File: src/rtl/moesi_pkg.sv
package moesi_pkg;

    typedef struct packed {
        logic valid;
        logic excl;
        logic owned;
    } line_st_t;

    localparam line_st_t ST_M = '{valid: 1'b1, excl: 1'b1, owned: 1'b1};
    localparam line_st_t ST_O = '{valid: 1'b1, excl: 1'b0, owned: 1'b1};
    localparam line_st_t ST_E = '{valid: 1'b1, excl: 1'b1, owned: 1'b0};
    localparam line_st_t ST_S = '{valid: 1'b1, excl: 1'b0, owned: 1'b0};
    localparam line_st_t ST_I = '{valid: 1'b0, excl: 1'b0, owned: 1'b0};

    typedef enum logic [1:0] {
        OP_RD   = 2'd0,
        OP_WR   = 2'd1,
        OP_KEEP = 2'd2,
        OP_DROP = 2'd3
    } lcl_op_e;

    typedef enum logic [1:0] {
        TX_NONE  = 2'd0,
        TX_READ  = 2'd1,
        TX_WRITE = 2'd2,
        TX_CLAIM = 2'd3
    } txn_e;

    localparam int MODE_W = 4;

    typedef struct packed {
        logic snp_inval;
        logic wr_inval;
        logic demote_m;
        logic demote_e;
    } mode_t;

    typedef struct packed {
        logic ca;
        logic im;
        logic bc;
        txn_e txn;
    } bus_req_t;

    typedef struct packed {
        logic ch;
        logic di;
        logic sl;
    } snp_rsp_t;

    function automatic line_st_t apply_demote(line_st_t s, mode_t m);
        line_st_t r;
        r = s;
        if (m.demote_e && s == ST_E) r = ST_S;
        if (m.demote_m && s == ST_M) r = ST_O;
        return r;
    endfunction

endpackage

File: src/rtl/moesi_local_fsm.sv
module moesi_local_fsm
    import moesi_pkg::*;
(
    input  line_st_t st,
    input  lcl_op_e  op,
    input  logic     ch,
    input  mode_t    mode,
    output line_st_t nxt,
    output bus_req_t req
);
    line_st_t raw;

    always_comb begin
        raw = st;
        req = '{ca: 1'b0, im: 1'b0, bc: 1'b0, txn: TX_NONE};
        unique case (op)
            OP_RD: begin
                if (!st.valid) begin
                    req.ca  = 1'b1;
                    req.txn = TX_READ;
                    raw     = ch ? ST_S : ST_E;
                end
            end
            OP_WR: begin
                if (!st.valid) begin
                    req.ca  = 1'b1;
                    req.im  = 1'b1;
                    req.txn = TX_READ;
                    raw     = ST_M;
                end else if (st.excl) begin
                    raw = ST_M;
                end else if (mode.wr_inval) begin
                    req.ca  = 1'b1;
                    req.im  = 1'b1;
                    req.txn = TX_CLAIM;
                    raw     = ST_M;
                end else begin
                    req.ca  = 1'b1;
                    req.im  = 1'b1;
                    req.bc  = 1'b1;
                    req.txn = TX_WRITE;
                    raw     = ch ? ST_O : ST_M;
                end
            end
            OP_KEEP: begin
                if (st.owned) begin
                    req.ca  = 1'b1;
                    req.txn = TX_WRITE;
                    raw     = (st.excl || !ch) ? ST_E : ST_S;
                end
            end
            default: begin
                if (st.owned) req.txn = TX_WRITE;
                raw = ST_I;
            end
        endcase
        nxt = apply_demote(raw, mode);
    end
endmodule

File: src/rtl/moesi_snoop_fsm.sv
module moesi_snoop_fsm
    import moesi_pkg::*;
(
    input  line_st_t st,
    input  logic     ca,
    input  logic     im,
    input  logic     bc,
    input  mode_t    mode,
    output line_st_t nxt,
    output snp_rsp_t rsp
);
    line_st_t raw;

    always_comb begin
        raw = st;
        rsp = '0;
        if (st.valid) begin
            if (!im) begin
                rsp.ch = 1'b1;
                rsp.di = st.owned;
                if (ca) raw = st.owned ? ST_O : ST_S;
            end else if (!bc) begin
                if (st.owned) rsp.di = 1'b1;
                if (ca || !st.owned) raw = ST_I;
            end else if (!ca && st.owned) begin
                rsp.di = 1'b1;
            end else if (mode.snp_inval) begin
                raw = ST_I;
            end else begin
                raw    = ST_S;
                rsp.sl = 1'b1;
                rsp.ch = 1'b1;
            end
        end
        nxt = apply_demote(raw, mode);
    end
endmodule

File: src/rtl/moesi_line_ctrl.sv
module moesi_line_ctrl
    import moesi_pkg::*;
#(
    parameter bit ALLOW_DEGRADE = 1'b1
) (
    input  logic        clk,
    input  logic        rst,
    input  logic        lcl_valid,
    input  logic [1:0]  lcl_op,
    input  logic        bus_ch_in,
    input  logic        snp_valid,
    input  logic        snp_ca,
    input  logic        snp_im,
    input  logic        snp_bc,
    input  logic [3:0]  mode_i,
    output logic [2:0]  state_o,
    output logic [2:0]  next_state_o,
    output logic        req_ca,
    output logic        req_im,
    output logic        req_bc,
    output logic [1:0]  req_txn,
    output logic        rsp_ch,
    output logic        rsp_di,
    output logic        rsp_sl
);
    line_st_t state_q, state_d, lcl_nxt, snp_nxt;
    bus_req_t lcl_req, req;
    snp_rsp_t snp_rsp, rsp;
    mode_t    mode_eff;

    generate
        if (ALLOW_DEGRADE) begin : g_mode
            assign mode_eff = mode_t'(mode_i[MODE_W-1:0]);
        end else begin : g_fixed
            assign mode_eff = '0;
        end
    endgenerate

    moesi_local_fsm u_local (
        .st   (state_q),
        .op   (lcl_op_e'(lcl_op)),
        .ch   (bus_ch_in),
        .mode (mode_eff),
        .nxt  (lcl_nxt),
        .req  (lcl_req)
    );

    moesi_snoop_fsm u_snoop (
        .st   (state_q),
        .ca   (snp_ca),
        .im   (snp_im),
        .bc   (snp_bc),
        .mode (mode_eff),
        .nxt  (snp_nxt),
        .rsp  (snp_rsp)
    );

    always_comb begin
        state_d = state_q;
        req     = '{ca: 1'b0, im: 1'b0, bc: 1'b0, txn: TX_NONE};
        rsp     = '0;
        if (snp_valid) begin
            state_d = snp_nxt;
            rsp     = snp_rsp;
        end else if (lcl_valid) begin
            state_d = lcl_nxt;
            req     = lcl_req;
        end
    end

    always_ff @(posedge clk) begin
        if (rst) state_q <= ST_I;
        else     state_q <= state_d;
    end

    assign state_o      = state_q;
    assign next_state_o = state_d;
    assign req_ca       = req.ca;
    assign req_im       = req.im;
    assign req_bc       = req.bc;
    assign req_txn      = req.txn;
    assign rsp_ch       = rsp.ch;
    assign rsp_di       = rsp.di;
    assign rsp_sl       = rsp.sl;

    a_r1_legal_state: assert property (@(posedge clk) disable iff (rst)
        !state_q.valid |-> (!state_q.excl && !state_q.owned));

    a_r6_di_from_owner: assert property (@(posedge clk) disable iff (rst)
        rsp_di |-> (snp_valid && state_q.owned));

    a_r10_snoop_blocks_local: assert property (@(posedge clk) disable iff (rst)
        snp_valid |-> (!req_ca && !req_im && !req_bc && req_txn == 2'd0));

    a_r7_rfm_invalidates: assert property (@(posedge clk) disable iff (rst)
        (snp_valid && snp_ca && snp_im && !snp_bc) |=> !state_q.valid);

    a_r4_write_owns: assert property (@(posedge clk) disable iff (rst)
        (lcl_valid && !snp_valid && lcl_op == 2'd1) |=> state_q.owned);

    a_r12_idle_hold: assert property (@(posedge clk) disable iff (rst)
        (!snp_valid && !lcl_valid) |=> $stable(state_q));
endmodule

File: config.mk
export PLATFORM = sky130hd
export DESIGN_NAME = moesi_line_ctrl
export DESIGN_NICKNAME = d
export VERILOG_FILES = /design/src/rtl/moesi_pkg.sv /design/src/rtl/moesi_local_fsm.sv /design/src/rtl/moesi_snoop_fsm.sv /design/src/rtl/moesi_line_ctrl.sv
export SDC_FILE = /design/constraint.sdc
export NUM_CORES = 1
export LEC_CHECK = 0
export BUFFER_PORTS_ARGS = -buffer_cell sky130_fd_sc_hd__buf_2
export CAP_MARGIN = 20
export CORE_AREA = 2 2 39 41
export CTS_BUF_LIST = sky130_fd_sc_hd__clkbuf_4
export DETAILED_ROUTE_END_ITERATION = 10
export DIE_AREA = 0 0 41 43
export MAX_ROUTING_LAYER = met4
export PLACE_DENSITY = 0.68
export SYNTH_ARGS = -nofsm -noshare
export SYNTH_HDL_FRONTEND = slang
export SYNTH_SLANG_ARGS = --single-unit
File: constraint.sdc
create_clock -name clk -period 3.37 [get_ports clk]
set_input_delay 0.674 -clock clk [delete_from_list [all_inputs] [get_ports clk]]
set_output_delay 0.674 -clock clk [all_outputs]
set_load 0.1 [all_outputs]
==> results of run 1 <==
## Yosys cell counts
library cell / instances / area share
a211oi_1: 2 / 0.033
nor4_1: 1 / 0.014
nand3_1: 2 / 0.022
a211oi_2: 1 / 0.027
nor2b_1: 3 / 0.041
buf_4: 1 / 0.016
o21ai_0: 4 / 0.043
nand2_1: 8 / 0.065
o22ai_1: 1 / 0.014
o211ai_2: 1 / 0.027
nor2b_4: 1 / 0.030
nor2_1: 2 / 0.016
nand2b_1: 7 / 0.095
and3_1: 1 / 0.014
inv_2: 1 / 0.0081
o32ai_1: 1 / 0.019
a31oi_1: 2 / 0.027
o31ai_4: 1 / 0.046
o2111ai_1: 1 / 0.019
a2111oi_0: 1 / 0.019
a41oi_1: 1 / 0.019
a32oi_1: 1 / 0.019
a41o_1: 1 / 0.022
a31o_2: 1 / 0.019
inv_1: 4 / 0.033
nand4_1: 2 / 0.027
nor3_1: 1 / 0.011
buf_6: 1 / 0.024
or3_1: 1 / 0.014
a21oi_1: 6 / 0.065
buf_2: 2 / 0.022
dfxtp_1: 3 / 0.13
## cell type report
class	count	area, um^2
Multi-Input combinational cell	54	404.1
Clock buffer	4	30.03
Tap cell	16	20.02
Timing Repair Buffer	27	135.1
Sequential cell	3	60.06
Inverter	5	18.77
Fill cell	142	715.7
## cells by family (layout without fill, tap and decap cells)
| family | Yosys count | in the layout | synth area share |
|---|---|---|---|
| DFF | 3 | 3 | 0.1304 |
| buffers and inverters | 9 | 36 | 0.1032 |
| AOI/OAI and AO/OA | 25 | 25 | 0.4185 |
| and+or+nand+nor | 29 | 29 | 0.3478 |
## stage by stage
| stage | utilization | hold slack, ns | area (um^2) | total power [mW] |
|---|---|---|---|---|
| after floorplan | - | 0.7383 | 511.7 | 0.1091 |
| after global placement | 0.4611 | 0.8080 | 638.1 | 0.1291 |
| after detailed placement | 0.4611 | 0.8084 | 638.1 | 0.1296 |
| after CTS | 0.4828 | 0.6419 | 668.1 | 0.2039 |
| after global routing | 0.4828 | 0.6488 | 668.1 | 0.2105 |
| final | 0.4828 | 0.6532 | 668.1 | 0.1993 |
## where the power goes
| group | internal, mW | switching, mW | total (mW) |
|---|---|---|---|
| Combinational | 0.0217 | 0.0657 | 0.0874 |
| Sequential | 0.0370 | 0.00458 | 0.0416 |
| Clock | 0.0523 | 0.0179 | 0.0702 |
| Total | 0.111 | 0.0882 | 0.199 |
## critical path: stages
cell and delay, ns:
buf_2 0.23, inv_2 0.12, or3_1 0.32, o2111ai_1 0.12
a41o_1 0.21, buf_2 0.43
## worst max path at each step
stage / start / cells after the start / slack [ns] / end
after global routing: lcl_op[1] / 6 / 0.54 / next_state_o[1]
after floorplan: state_o[2] / 2 / -0.15 / req_im
after global placement: lcl_op[1] / 6 / 0.60 / next_state_o[1]
after detailed placement: lcl_op[1] / 6 / 0.59 / next_state_o[1]
after CTS: lcl_op[1] / 6 / 0.59 / next_state_o[1]
final: lcl_op[1] / 6 / 0.59 / next_state_o[1]
## per-layer routing
| layer | GRT usage | routed length [um] | up-vias |
|---|---|---|---|
| met5 | - | 0 | - |
| met4 | 0.06000 | 0 | 0 |
| met3 | 0.01571 | 42 | 0 |
| met2 | 0.2250 | 638 | 11 |
| met1 | 0.1981 | 612 | 260 |
| li1 | - | - | 304 |
==> run_results.csv, run 1 <==
group,metric,value,unit
drt,totalWireLength,1.293,mm
clock_tree,clk_pin_slew,0.04,ns
worst_setup_path,r2r_slack,1.64,ns
placed_design,gp_congestion,0.7763,
timing,worst_slew_pin_slew,0.5721,ns
power_and_ir_drop,power_density,298.2,mW/mm^2
clock_tree,cts_hold_buffers,0,
timing,fmax,359.3,MHz
drt,first_pass_iters,4,
worst_setup_path,crit_arrival,2.11,ns
finish,syn_to_final_growth,45.11,%
yosys,synth_cell_type_count,32,
finish,nNetsFinal,108,
floorplanning,ioPinCount,28,
worst_setup_path,end_kind,"output port",
finish,final_common_cell,"buf_2",
clock_tree,clk_latency,0.23,ns
clock_tree,cts_tree,"yes",
yosys,yosysSeqAreaShare,0.1304,
placed_design,port_buffers,27,
timing,slew_violations,0,
worst_setup_path,start_kind,"primary input",
timing,period_needed,2.783,ns
job,cap_violations,0,
min_path,holdPathStages,2,
grt,grt_use_total,0.1499,
finish,largest_reg_flops,3,
clock_tree,clock_sinks,3,
yosys,synth_nets,80,
timing,skew,0.0001420,ns
floorplanning,initial_utilization,0.3327,
grt,grt_pass1_wl,1.849,mm
min_path,worstHoldStart,"rst",
finish,diodes,0,
clock_tree,clockRootBuffer,"clkbuf_4",
power_and_ir_drop,irDropWorstVdd,194.9,uV
timing,tns,0,ns
timing,worst_slack,0.5867,ns
yosys,synth-seq-cells,3,
floorplanning,rows,14,
min_path,hp-class,"primary input to register",
placed_design,placed_cells,105,
finish,layout.cells.non_filler,109,
floorplanning,die_h,43,um
timing,setup-violations-final,0,
timing,hold_violations,0,
drt,viasPerCell,5.275,
timing,rsz0062_at_grt,"false",
grt,first_global_vias,465,
drt,postRouteAntennaNets,0,
drt,wl_per_cell,11.86,um
drt,remaining_drc_errors,0,
worst_setup_path,critPathKind,"primary input to output port",
clock_tree,cts_resized,0,
yosys,synth_warnings,0,
finish,layout-drive-gt1-share,0.4839,
placed_design,dp_hpwl,992,um
clock_tree,cts_buffer_depth,2,
drt,drt_iter0_drc,5,
clock_tree,numCtsBuffers,3,
floorplanning,core_area,0.001384,mm^2
yosys,synth_cells,66,
grt,antenna_found_initial,0,
grt,grt_max_degree,16,
finish,final_cell_mix,"27 x buf_2, 8 x nand2_1, 7 x nand2b_1",
placed_design,post-place-ws,0.5897,ns
status,status,"completed",
worst_setup_path,rr_startpoint,"state_o[2]",
worst_setup_path,ff2ff_path_depth,5,
drt,vias,575,
clock_tree,htree_levels,1,
grt,grt_overflow,0,
power_and_ir_drop,leakage,0.2996,nW
timing,post-route-period-util,0.8259,
yosys,postSynthAreaPerCell,6.976,um^2
timing,maxSlewHeadroom,0.6181,
yosys,mappedNetlistArea,460.4,um^2
floorplanning,die_area,0.001763,mm^2
worst_setup_path,cp_max_fo,11,
clock_tree,postCtsSetupBuffers,0,
worst_setup_path,r2r_end,"state_o[1]",
floorplanning,die_w,41,um
min_path,worstHoldEndpoint,"state_o[1]",
worst_setup_path,worst-endpoint-required,2.70,ns
(Power assumes the default switching activity.)
==> run 2: changes to the inputs <==
Settings changed: PLACE_DENSITY 0.68 to 0.71.
Clock period 3.37 ns to 2.49 ns, I/O delays scaled along.
==> run 2 against run 1 <==
Cell area grew 26%. Sequential share of layout area is 1.1 points lower. Non-clock buffer count is 1 higher. Register-to-register slack got worse by 0.63 ns. Clock power up 36%. Setup slack worse by 0.31 ns. Die area unchanged. Sequential power up 36%. Via count increased by 8.3%. Critical path type unchanged. Power is 49% higher. Worst hold slack lost 0.19 ns.
==> run_results.csv, run 2 (same netlist as run 1, synthesis figures left out) <==
group,metric,value,unit
clock_tree,clockRootBuffer,"clkbuf_4",
worst_setup_path,cp_max_fo,11,
drt,drt_iter0_drc,22,
timing,post-route-period-util,0.8908,
worst_setup_path,rr_startpoint,"state_o[2]",
clock_tree,clk_pin_slew,0.03,ns
worst_setup_path,critPathKind,"primary input to output port",
floorplanning,die_w,41,um
finish,final_cell_mix,"20 x buf_2, 8 x nand2_1, 7 x nand2b_1, 7 x buf_12",
drt,first_pass_iters,4,
finish,syn_to_final_growth,82.61,%
placed_design,gp_congestion,0.7396,
timing,fmax,450.9,MHz
floorplanning,initial_utilization,0.3327,
power_and_ir_drop,swShare,0.4392,
placed_design,port_buffers,27,
grt,grt_overflow,0,
grt,antenna_found_initial,0,
timing,tns,0,ns
worst_setup_path,slowest_delay,0.32,ns
floorplanning,rows,14,
worst_setup_path,start_kind,"primary input",
worst_setup_path,cp.buffers_inverters,3,
min_path,worstHoldStart,"rst",
floorplanning,die_area,0.001763,mm^2
clock_tree,cts_resized,0,
worst_setup_path,crit_path_top_delay_cell,"or3_1",
status,status,"completed",
floorplanning,die_h,43,um
power_and_ir_drop,p_sw,0.1301,mW
timing,period_needed,2.218,ns
clock_tree,numCtsBuffers,3,
worst_setup_path,cp_top_family,"buffers and inverters",
grt,grt_use_total,0.2140,
floorplanning,core_area,0.001384,mm^2
drt,remaining_drc_errors,0,
timing,rsz0062_at_grt,"false",
timing,slew_violations,0,
worst_setup_path,crit_start,"lcl_op[1]",
timing,skew,0.002275,ns
drt,vias,623,
clock_tree,cts_buffer_depth,2,
min_path,holdPathStages,2,
power_and_ir_drop,leakage,0.3319,nW
worst_setup_path,ff2ff_path_depth,5,
worst_setup_path,path_depth,6,
drt,viasPerCell,5.664,
timing,maxSlewHeadroom,0.6752,
drt,totalWireLength,1.472,mm
power_and_ir_drop,p_int,0.1661,mW
grt,grt_pass1_wl,2.580,mm
worst_setup_path,end_kind,"output port",
power_and_ir_drop,p_clk_frac,0.323,
clock_tree,clk_latency,0.23,ns
timing,hold_violations,0,
clock_tree,clock_sinks,3,
worst_setup_path,worst-endpoint-required,1.99,ns
power_and_ir_drop,irDropWorstVdd,227.8,uV
job,cap_violations,0,
finish,diodes,0,
worst_setup_path,cp_cell_sequence,"buf_2 > inv_2 > or3_1 > o2111ai_1 > a41o_2 > buf_12",
placed_design,dp_hpwl,1.160,mm
finish,layout-drive-gt1-share,0.5426,
clock_tree,cts_tree,"yes",
grt,first_global_vias,591,
min_path,hp-class,"primary input to register",
floorplanning,ioPinCount,28,
drt,wl_per_cell,13.38,um
timing,setup-violations-final,0,
drt,postRouteAntennaNets,0,
finish,nNetsFinal,109,
clock_tree,cts_hold_buffers,0,
timing,worst_slew_pin_slew,0.4906,ns
clock_tree,postCtsSetupBuffers,0,
power_and_ir_drop,p_seq_frac,0.192,
power_and_ir_drop,power,0.2962,mW
clock_tree,htree_levels,1,
finish,final_common_cell,"buf_2",
worst_setup_path,crit_arrival,1.72,ns
power_and_ir_drop,combPwrFrac,0.485,
grt,grt_max_degree,16,
finish,largest_reg_flops,3,
power_and_ir_drop,power_density,352.3,mW/mm^2
[run 2: layout make-up]
type,instances,area (um^2)
clock buffers,4,30.03
flip-flops and latches,3,66.31
multi-input cells,54,457.9
repair buffers,28,247.7
well taps,16,20.02
fillers,128,543.0
inverters,5,18.77
[run 2: path summary, 6_finish.rpt]
path	endpoint	slack, ns
min	state_o[1]	0.47
max	next_state_o[1]	0.27
min reg2reg	state_o[0]	0.76
max reg2reg	state_o[1]	1.01
[run 2: layer usage]
layer  share of wire  GRT usage  routed length (um)  vias up
li1                -          -                   -      305
met1            0.45     0.2926                 668      300
met2            0.50     0.3063                 735       18
met3           0.046    0.03665                  68        0
met4               0    0.08000                   0        0
met5               0          -                   0        -
[run 2: metrics by stage]
stage / instances / cell area (um^2) / worst slack [ns] / hold slack [ns] / util
final: 110 / 840.8 / 0.2720 / 0.4672 / 0.6076
after global routing: 110 / 840.8 / 0.1937 / 0.4564 / 0.6076
after CTS: 110 / 840.8 / 0.2648 / 0.4591 / 0.6076
after detailed placement: 106 / 810.8 / 0.2835 / 0.7070 / 0.5859
after global placement: 106 / 810.8 / 0.2958 / 0.7031 / 0.5859
after floorplan: 66 / 571.8 / 0.02192 / 0.5549 / -
[run 2: power by group through the flow]
| stage | sequential [mW] | clock [mW] | combinational, mW |
|---|---|---|---|
| final | 0.0567 | 0.0957 | 0.144 |
| after global placement | 0.0573 | 0 | 0.142 |
| after CTS | 0.0566 | 0.100 | 0.144 |
| after detailed placement | 0.0574 | 0 | 0.143 |
| after global routing | 0.0573 | 0.108 | 0.152 |
| after floorplan | 0.0656 | 0 | 0.0890 |
